===== src/rtl/rst_seq_pkg.sv =====
// Package: shared types and helpers for the reset sequencer.
// Assumes: nothing; pure declarations.
package rst_seq_pkg;

    // Sequencer phases. ST_HOLDX waits while the pin is held low from outside.
    typedef enum logic [3:0] {
        ST_LOCK,
        ST_DRIVE,
        ST_GAP,
        ST_HOLDX,
        ST_START,
        ST_RUN,
        ST_WAIT,
        ST_SWPULSE,
        ST_SWGAP
    } seq_state_e;

    // Number of internal hardware request lines plus the pin filter output.
    localparam int unsigned NUM_HW_SRC = 4;

    // Larger of two counts, used to size the shared phase counter.
    function automatic int unsigned max2(input int unsigned a, input int unsigned b);
        return (a > b) ? a : b;
    endfunction

endpackage


===== src/rtl/rst_pin_filter.sv =====
// Module: synchronizes the reset pin and accepts a low level only after it
// has lasted MIN_LOW consecutive clocks. Fires one accept pulse per low period.
// Assumes: SYNC_STAGES >= 2, MIN_LOW >= 1; count_en low clears the filter.
module rst_pin_filter #(
    parameter int unsigned SYNC_STAGES = 2,
    parameter int unsigned MIN_LOW     = 590
) (
    input  logic clk,
    input  logic rst_n,
    input  logic pin_in,
    input  logic count_en,
    output logic pin_low_sync,
    output logic accept
);
    localparam int unsigned LW = $clog2(MIN_LOW + 1);
    localparam logic [LW-1:0] LAST = LW'(MIN_LOW - 1);

    logic [SYNC_STAGES-1:0] sync_q;
    logic [LW-1:0]          low_cnt_q;
    logic                   fired_q;

    // Synchronizer chain: stage 0 samples the pin, each stage copies the previous.
    generate
        for (genvar g = 0; g < SYNC_STAGES; g++) begin : g_sync
            if (g == 0) begin : g_first
                // First stage samples the asynchronous pin level.
                always_ff @(posedge clk) begin
                    if (!rst_n) sync_q[0] <= 1'b1;
                    else        sync_q[0] <= pin_in;
                end
            end else begin : g_next
                // Later stage settles the previous stage's value.
                always_ff @(posedge clk) begin
                    if (!rst_n) sync_q[g] <= 1'b1;
                    else        sync_q[g] <= sync_q[g-1];
                end
            end
        end
    endgenerate

    assign pin_low_sync = ~sync_q[SYNC_STAGES-1];

    // Low-duration counter: runs while enabled and low, stops once fired.
    always_ff @(posedge clk) begin
        if (!rst_n || !count_en || !pin_low_sync) begin
            low_cnt_q <= '0;
            fired_q   <= 1'b0;
        end else if (!fired_q) begin
            if (low_cnt_q == LAST) fired_q <= 1'b1;
            else                   low_cnt_q <= low_cnt_q + 1'b1;
        end
    end

    assign accept = count_en & pin_low_sync & ~fired_q & (low_cnt_q == LAST);

endmodule


===== src/rtl/rst_req_latch.sv =====
// Module: holds each hardware reset request until the sequencer takes it.
// Assumes: requests are single-clock pulses; clr wins over a new request.
module rst_req_latch #(
    parameter int unsigned NSRC = 4
) (
    input  logic            clk,
    input  logic            rst_n,
    input  logic [NSRC-1:0] req,
    input  logic            clr,
    output logic            pend_any
);
    logic [NSRC-1:0] pend_q;

    generate
        for (genvar s = 0; s < NSRC; s++) begin : g_src
            // Per-source sticky flag, cleared when a full reset is under way.
            always_ff @(posedge clk) begin
                if (!rst_n || clr) pend_q[s] <= 1'b0;
                else if (req[s])   pend_q[s] <= 1'b1;
            end
        end
    endgenerate

    assign pend_any = |(pend_q | req);

endmodule


===== src/rtl/rst_seq_fsm.sv =====
// Module: phase controller with one shared down counter. Times the power-on
// lock delay, the pin drive, the release gap, the external hold, the fetch
// delay and the software pin pulse, and gates full resets on operand end.
// Assumes: all cycle parameters >= 1; pin_low_sync comes from a synchronizer.
module rst_seq_fsm
    import rst_seq_pkg::*;
#(
    parameter int unsigned LOCK_CYCLES  = 328,
    parameter int unsigned HOLD_CYCLES  = 512,
    parameter int unsigned SW_CYCLES    = 512,
    parameter int unsigned GAP_CYCLES   = 2,
    parameter int unsigned FETCH_CYCLES = 14
) (
    input  logic clk,
    input  logic rst_n,
    input  logic osc_stable,
    input  logic hw_pend,
    input  logic sw_req,
    input  logic opnd_done,
    input  logic bm_timeout,
    input  logic pin_low_sync,
    output logic pin_oe,
    output logic core_rst_n,
    output logic cpu_start,
    output logic clk_locked,
    output logic clr_pend,
    output logic filt_en
);
    localparam int unsigned MAXC =
        max2(max2(LOCK_CYCLES, HOLD_CYCLES), max2(max2(SW_CYCLES, GAP_CYCLES), FETCH_CYCLES));
    localparam int unsigned CW = $clog2(MAXC + 1);
    localparam logic [CW-1:0] L_LOCK  = CW'(LOCK_CYCLES - 1);
    localparam logic [CW-1:0] L_HOLD  = CW'(HOLD_CYCLES - 1);
    localparam logic [CW-1:0] L_SW    = CW'(SW_CYCLES - 1);
    localparam logic [CW-1:0] L_GAP   = CW'(GAP_CYCLES - 1);
    localparam logic [CW-1:0] L_FETCH = CW'(FETCH_CYCLES - 1);

    seq_state_e    state_q, state_d;
    logic [CW-1:0] cnt_q, cnt_d;
    logic          lock_q, lock_d;
    logic          take;
    logic          bus_free;
    logic          cnt_zero;

    assign bus_free = opnd_done | bm_timeout;
    assign cnt_zero = (cnt_q == '0);

    // Next-state and counter logic for every phase.
    always_comb begin
        state_d = state_q;
        cnt_d   = cnt_q;
        lock_d  = lock_q;
        take    = 1'b0;
        case (state_q)
            ST_LOCK: begin
                if (!osc_stable) begin
                    cnt_d = L_LOCK;
                end else if (cnt_zero) begin
                    state_d = ST_DRIVE;
                    cnt_d   = L_HOLD;
                    lock_d  = 1'b1;
                end else begin
                    cnt_d = cnt_q - 1'b1;
                end
            end
            ST_DRIVE: begin
                if (cnt_zero) begin
                    state_d = ST_GAP;
                    cnt_d   = L_GAP;
                end else begin
                    cnt_d = cnt_q - 1'b1;
                end
            end
            ST_GAP: begin
                if (cnt_zero) state_d = ST_HOLDX;
                else          cnt_d   = cnt_q - 1'b1;
            end
            ST_HOLDX: begin
                if (!pin_low_sync) begin
                    state_d = ST_START;
                    cnt_d   = L_FETCH;
                end
            end
            ST_START: begin
                if (cnt_zero) state_d = ST_RUN;
                else          cnt_d   = cnt_q - 1'b1;
            end
            ST_RUN: begin
                if (hw_pend) begin
                    if (bus_free) begin
                        state_d = ST_DRIVE;
                        cnt_d   = L_HOLD;
                        take    = 1'b1;
                    end else begin
                        state_d = ST_WAIT;
                    end
                end else if (sw_req) begin
                    state_d = ST_SWPULSE;
                    cnt_d   = L_SW;
                end
            end
            ST_WAIT: begin
                if (bus_free) begin
                    state_d = ST_DRIVE;
                    cnt_d   = L_HOLD;
                    take    = 1'b1;
                end
            end
            ST_SWPULSE: begin
                if (cnt_zero) begin
                    state_d = ST_SWGAP;
                    cnt_d   = L_GAP;
                end else begin
                    cnt_d = cnt_q - 1'b1;
                end
            end
            ST_SWGAP: begin
                if (cnt_zero) state_d = ST_RUN;
                else          cnt_d   = cnt_q - 1'b1;
            end
            default: begin
                state_d = ST_LOCK;
                cnt_d   = L_LOCK;
            end
        endcase
    end

    // State, counter and lock registers; power-on enters the lock wait.
    always_ff @(posedge clk) begin
        if (!rst_n) begin
            state_q <= ST_LOCK;
            cnt_q   <= L_LOCK;
            lock_q  <= 1'b0;
        end else begin
            state_q <= state_d;
            cnt_q   <= cnt_d;
            lock_q  <= lock_d;
        end
    end

    assign pin_oe     = (state_q == ST_LOCK) || (state_q == ST_DRIVE) || (state_q == ST_SWPULSE);
    assign core_rst_n = !((state_q == ST_LOCK) || (state_q == ST_DRIVE) ||
                          (state_q == ST_GAP)  || (state_q == ST_HOLDX));
    assign cpu_start  = (state_q == ST_START) && cnt_zero;
    assign clk_locked = lock_q;
    assign clr_pend   = take || (state_q == ST_LOCK) || (state_q == ST_DRIVE);
    assign filt_en    = (state_q == ST_RUN) || (state_q == ST_WAIT);

endmodule


===== src/rtl/rst_seq_top.sv =====
// Module: top of the reset sequencer. Joins the pin filter, the request latch
// and the phase controller. The reset pin is open-drain: only a pull-low enable.
// Assumes: request inputs are synchronous to clk; rst_n is the power-on reset.
module rst_seq_top #(
    parameter int unsigned LOCK_CYCLES  = 328,
    parameter int unsigned HOLD_CYCLES  = 512,
    parameter int unsigned SW_CYCLES    = 512,
    parameter int unsigned GAP_CYCLES   = 2,
    parameter int unsigned FETCH_CYCLES = 14,
    parameter int unsigned EXT_MIN_LOW  = 590,
    parameter int unsigned SYNC_STAGES  = 2
) (
    input  logic clk,
    input  logic rst_n,
    input  logic osc_stable,
    input  logic wdog_req,
    input  logic dbl_fault_req,
    input  logic clk_loss_req,
    input  logic sw_reset_req,
    input  logic rst_pin_in,
    input  logic opnd_done,
    input  logic bm_timeout,
    output logic rst_pin_oe,
    output logic core_rst_n,
    output logic cpu_start,
    output logic clk_locked
);
    import rst_seq_pkg::*;

    logic                  pin_low_sync;
    logic                  ext_accept;
    logic                  filt_en;
    logic                  clr_pend;
    logic                  hw_pend;
    logic [NUM_HW_SRC-1:0] hw_req;

    assign hw_req = {ext_accept, clk_loss_req, dbl_fault_req, wdog_req};

    rst_pin_filter #(
        .SYNC_STAGES (SYNC_STAGES),
        .MIN_LOW     (EXT_MIN_LOW)
    ) u_filter (
        .clk          (clk),
        .rst_n        (rst_n),
        .pin_in       (rst_pin_in),
        .count_en     (filt_en),
        .pin_low_sync (pin_low_sync),
        .accept       (ext_accept)
    );

    rst_req_latch #(
        .NSRC (NUM_HW_SRC)
    ) u_latch (
        .clk      (clk),
        .rst_n    (rst_n),
        .req      (hw_req),
        .clr      (clr_pend),
        .pend_any (hw_pend)
    );

    rst_seq_fsm #(
        .LOCK_CYCLES  (LOCK_CYCLES),
        .HOLD_CYCLES  (HOLD_CYCLES),
        .SW_CYCLES    (SW_CYCLES),
        .GAP_CYCLES   (GAP_CYCLES),
        .FETCH_CYCLES (FETCH_CYCLES)
    ) u_fsm (
        .clk          (clk),
        .rst_n        (rst_n),
        .osc_stable   (osc_stable),
        .hw_pend      (hw_pend),
        .sw_req       (sw_reset_req),
        .opnd_done    (opnd_done),
        .bm_timeout   (bm_timeout),
        .pin_low_sync (pin_low_sync),
        .pin_oe       (rst_pin_oe),
        .core_rst_n   (core_rst_n),
        .cpu_start    (cpu_start),
        .clk_locked   (clk_locked),
        .clr_pend     (clr_pend),
        .filt_en      (filt_en)
    );

endmodule


===== config.mk =====
export PLATFORM = sky130hd
export DESIGN_NAME = rst_seq_top
export DESIGN_NICKNAME = d
export VERILOG_FILES = /design/src/rtl/rst_seq_pkg.sv /design/src/rtl/rst_pin_filter.sv /design/src/rtl/rst_req_latch.sv /design/src/rtl/rst_seq_fsm.sv /design/src/rtl/rst_seq_top.sv
export SDC_FILE = /design/constraint.sdc
export NUM_CORES = 1
export LEC_CHECK = 0
export ABC_AREA = 0
export BUFFER_PORTS_ARGS = -buffer_cell sky130_fd_sc_hd__buf_2
export CAP_MARGIN = 20
export CELL_PAD_IN_SITES_DETAIL_PLACEMENT = 1
export CELL_PAD_IN_SITES_GLOBAL_PLACEMENT = 1
export CORE_MARGIN = 4
export CORE_UTILIZATION = 45
export CTS_CLUSTER_DIAMETER = 60
export DETAILED_ROUTE_END_ITERATION = 6
export GPL_ROUTABILITY_DRIVEN = 1
export PLACE_DENSITY_LB_ADDON = 0.1
export SETUP_SLACK_MARGIN = 0.15
export SLEW_MARGIN = 20
export SYNTH_ARGS = -nofsm -noshare
export SYNTH_HDL_FRONTEND = slang
export SYNTH_SLANG_ARGS = --single-unit

===== constraint.sdc =====
create_clock -name clk -period 2.7 [get_ports clk]
set_input_delay 0.54 -clock clk [delete_from_list [all_inputs] [get_ports clk]]
set_output_delay 0.54 -clock clk [all_outputs]
set_load 0.03 [all_outputs]

Word-level counts from Yosys, hierarchy flattened
Index checks and enable logic that the tools add are counted.

word-level totals
  register bits = 32
  logic and storage cells = 90
  output and inout bits = 4
  input port bits = 10

cells by class
  $add $sub $neg = 2
  equality and inequality tests = 19
  bitwise logic cells = 8
  muxes and demuxes = 26
  reduce and logical (&&, ||, !) cells = 24

operators by type and width
  kind                     count
  $mux W10                 8
  $pmux W10 S6             1
  $mux W4                  10
  $pmux W4 S8              1
  $eq A4 B3 Y1 const B     4
  $ne A2 B1 Y1 const B     6
  $add A10 B1 Y10 const B  1
  $eq A10 B10 Y1 const B   1
  $logic_not A10 Y1        1
  $logic_or A1 B1 Y1       10
  $sub A10 B1 Y10 const B  1
  $reduce_and A9 Y1        1
  $eq A4 B2 Y1 const B     2
  $ne A2 B2 Y1 const B     3
  $reduce_and A3 Y1        2
  $eq A4 B1 Y1 const B     1
  $eq A4 B4 Y1 const B     1
  $logic_not A4 Y1         1
  $mux W1                  4
  $or A4 B4 Y4             1
  $reduce_or A2 Y1         2
  $reduce_or A4 Y1         1
  $and A1 B1 Y1            3
  $logic_not A1 Y1         3
  8 further kinds          10

Longest topological paths before layout
  depth after elaboration = 12
  mapped depth = 9
  gate-level depth less buffers = 8

Modules after synthesis
From an unflattened synthesis, not the netlist that was laid out.

unflattened totals
  cell total of the unflattened synthesis = 267
  area total of the unflattened synthesis = 2160.8 um2

modules (own cells, without submodules)
  module          cells each  area each (um2)  seq. area each (um2)  instances
  rst_seq_fsm     190         1372.6           300.3                 1
  rst_pin_filter  63          658.1            260.2                 1
  rst_req_latch   14          130.1            80.1                  1

Worst setup path before layout
OpenSTA, ideal clock, no wires.

  path type = register to output
  start = register u_fsm.cnt_q[0]
  end = output cpu_start
  slack = 0.133 ns
  data arrival time = 2.027 ns
  required time = 2.160 ns
  buffers on the path = 0
  cell stages (with the launch flop) = 6
  cell sequence = dfxtp_1 inv_1 ha_1 nor3b_4 nand3_2 nor4_1

between the ends
  longest elaborated chain between the ends = 2

ends and longest elaborated chain
  what                    RTL line            text
  start, declared         rst_seq_fsm.sv:39   logic [CW-1:0] cnt_q, cnt_d;
  start signal, assigned  rst_seq_fsm.sv:136  cnt_q <= cnt_d;
  $logic_not A10 Y1       rst_seq_fsm.sv:46   assign cnt_zero = (cnt_q == '0);
  $logic_and A1 B1 Y1     rst_seq_fsm.sv:144  assign cpu_start = (state_q == ST_START) && cnt_zero;
  end, declared           rst_seq_top.sv:25   output logic cpu_start,

No other way between the ends.

Worst setup path after layout
  start = register u_fsm.cnt_q[0]
  end = register u_fsm.cnt_q[1]

between the ends
  longest elaborated chain between the ends = 4
  elaborated cells between the ends (all ways) = 9
  those cells by class = add/sub: 1; eq/ne: 1; mux: 5; reduce/logical: 2

ends and longest elaborated chain
  what                                                  RTL line           text
  $sub A10 B1 Y10 or $logic_not A10 Y1 (tied branches)  n/a
  $mux W10                                              rst_seq_fsm.sv:58  end else if (cnt_zero) begin
  $mux W10                                              rst_seq_fsm.sv:56  if (!osc_stable) begin
  $pmux W10 S6                                          rst_seq_fsm.sv:54  case (state_q)

Parallel ways exist; a longest one is shown, timed or not. The select of a mux whose other input is x is not followed.
A chain may end at the register's enable or synchronous reset.

==> impl_metrics.ini <==
[outcome]
outcome = complete, no violations

[setup_path]
crit_type = flip-flop to flip-flop
cp-start-kind = flip-flop
cpPeakStageDelay_ps = 380
end_kind = flip-flop
arrival_ps = 2560
cp_cell_sequence = inv_1 > ha_2 > nor3b_4 > nand3_4 > o31a_1 > o21ai_1 > buf_4 > nand2_1 > o32a_1
crit_required_ps = 2870
rr_endpoint = u_fsm.cnt_q[1]$_SDFFE_PN1P_
worst-r2r-setup-slack_ps = 310
cp_max_fo = 10
reg2reg_from = u_fsm.cnt_q[0]$_SDFFE_PN1P_
worstRegToRegCells = 9
slowest_stage = o31a_1

[clocking]
cts_tree = done
cts_inserted_buffers = 5
postCtsHoldBufs = 0
clockBufferDepth = 2
htreeDepth = 2
root_buffer = clkbuf_8
insertion_delay_ps = 290
path_clk_slew_ps = 60
cts_sinks = 32

[placed_design]
placed_cell_area_mm2 = 0.00219
place_ws_ps = 249
io_buffer_count = 13
dp_hpwl_mm = 4.20
gp_congestion = 0.817
dp.cells = 322

[logic_synthesis]
post-synth-top-area-cell = dfxtp_1
syn_area_mm2 = 0.00207
synth_top_cell_area_share_pct = 31.0
syn_nets = 276
async_flop_share_pct = 0
ys.flop_type = dfxtp_1
ys_ff_latch = 32
yosys-top-cells-count = dfxtp_1, nor2_1, nand2_1
netlist_top_cells_area = dfxtp_1, nor2_1, nand2_1, o21ai_0, xor2_1
ys_types = 67
synthCells = 263
yosys_warnings = 0
yosysMostFrequentCell = dfxtp_1
synth_seq_area_share_pct = 31.0
synth.avg_cell_area_um2 = 7.86
synth_edf_count = 0

[final_layout]
stdcell_area_mm2 = 0.00237
drive_above_1_share_pct = 17.6
num-nets-final = 291
diodes = 0
final_core_util_pct = 53.8
fin_cells = 331
area_growth_pct = 14.8

[drt]
dr.pass1.iters = 4
wl_met2_mm = 2.68
wl_met3_um = 234
dr.first_iter.drc_count = 200
met1_length_mm = 3.01
wire_per_inst_um = 18.1
drc = 0
ant_nets = 0
via_per_inst = 6.18
vias = 2044
highest_layer = met4
wl_mm = 5.98

[global_route]
overflow = 0
grt_pass1_wl_mm = 9.89
grt_max_degree = 24
antenna_found_initial = 0
grt_usage_pct = 22.8
grt_pass1_vias = 1954

[sta]
hold-worst-slack_ps = 413
slew_headroom_pct = 50.8
rsz0062_at_grt = no
period_minus_slack_ps = 2390
hold_viol = 0
finalSetupViolCount = 0
fmax_mhz = 419
finalClockSkew_ps = 4.06
drv_slew = 0
worst_pin_slew_ps = 731
fin_ws_ps = 311
post-route-period-util_pct = 88.5
fin_tns_setup_ps = 0

[hold_path]
min_path_cells = 1
hp-class = flip-flop to flip-flop
min_to = u_filter.sync_q[1]$_SDFF_PN1_
hold_start = u_filter.sync_q[0]$_SDFF_PN1_

[die]
coreArea_mm2 = 0.00441
start_util_pct = 46.8
fp.dieH_um = 75.8
dieArea_mm2 = 0.00574
die_x_um = 75.8
io_pins = 14
row_count = 24

[power_and_ir_drop]
power.density_mw_per_mm2 = 412
seqPwrFrac_pct = 48.9
p_clk_share_pct = 46.0
internal-power_uw = 767
peakVddDrop_mv = 0.271
comb_power_share_pct = 5.1
power_switching_uw = 211
p_sw_share_pct = 21.6
p_total_uw = 979
p_leak_nw = 0.910

[flow_run]
drv_cap = 0
-- worst max-delay path by stage --
| stage | endpoint | start | depth (start not counted) |
|---|---|---|---|
| 6_report | u_fsm.cnt_q[1]$_SDFFE_PN1P_ | u_fsm.cnt_q[0]$_SDFFE_PN1P_ | 9 |
| 5_1_grt | u_fsm.cnt_q[1]$_SDFFE_PN1P_ | u_fsm.cnt_q[0]$_SDFFE_PN1P_ | 9 |
| 4_1_cts | cpu_start | u_fsm.cnt_q[0]$_SDFFE_PN1P_ | 6 |
| 3_5_place_dp | u_fsm.cnt_q[1]$_SDFFE_PN1P_ | u_fsm.cnt_q[0]$_SDFFE_PN1P_ | 9 |
| 3_3_place_gp | u_fsm.cnt_q[1]$_SDFFE_PN1P_ | u_fsm.cnt_q[0]$_SDFFE_PN1P_ | 9 |
| 2_1_floorplan | cpu_start | u_fsm.cnt_q[0]$_SDFFE_PN1P_ | 5 |
-- final cells by class --
| type | count | area, um^2 |
|---|---|---|
| Clock inverter | 2 | 35.0 |
| Fill cell | 555 | 2040 |
| Multi-Input combinational cell | 208 | 1390 |
| Clock buffer | 6 | 72.6 |
| Tap cell | 52 | 65.1 |
| Timing Repair Buffer | 23 | 143 |
| Sequential cell | 32 | 641 |
| Inverter | 8 | 30.0 |
-- power by group through the flow --
stage	clock network (mW)	registers (mW)	logic (mW)
5_1_grt	0.483	0.478	0.0547
4_1_cts	0.462	0.478	0.0486
6_report	0.451	0.478	0.0498
3_3_place_gp	0	0.488	0.0481
2_1_floorplan	0	0.488	0.0296
3_5_place_dp	0	0.489	0.0475
-- layer usage --
layer	GRT usage, %	up-vias
met5	0	-
li1	-	997
met1	32.5	1000
met3	5.41	6
met4	5.63	0
met2	34.5	41
-- sequential cells by signal, indices dropped and copies added (netlist names) --
register,flops
u_filter.low_cnt_q,10
u_fsm.cnt_q,10
u_fsm.state_q,4
u_latch.pend_q,4
u_filter.sync_q,2
u_filter.fired_q,1
u_fsm.clk_locked,1
-- cells by family after synthesis --
| kind of cell | Yosys count | share of synthesized area [%] |
|---|---|---|
| buffers and inverters | 23 | 5.27 |
| xor gates and xnor gates | 11 | 4.66 |
| DFF | 32 | 31.0 |
| adders and majority gates | 3 | 1.82 |
| AOI/OAI and AO/OA | 69 | 24.4 |
| and+or+nand+nor | 125 | 32.9 |
-- cell usage in the layout, fill, tap and decap left out, types with 4 or more instances in the layout --
cell type,instances
clkbuf_8,5
inv_1,8
xor2_1,9
nor2_1,31
and3_1,5
a21oi_1,7
nand2b_1,7
o21ai_0,17
dfxtp_1,32
nand2_1,29
nor3_1,6
a211oi_1,4
buf_2,12
nand3_1,12
buf_4,11
-- critical path, delay by kind of cell (launching register included) --
kind / cells / cell delay (ps)
flops: 1 / 350
fa+ha+maj: 1 / 230
compound gates: 3 / 850
buf+inv: 2 / 320
simple gates: 3 / 530
-- timing repair --
action	in CTS	in global routing
resized for setup	3	7
endpoints found under the hold margin	0	0
pin swaps	0	2
setup buffers	1	0
endpoints found under the setup margin	1	16
Note: power is estimated with default switching activity, not from simulation.
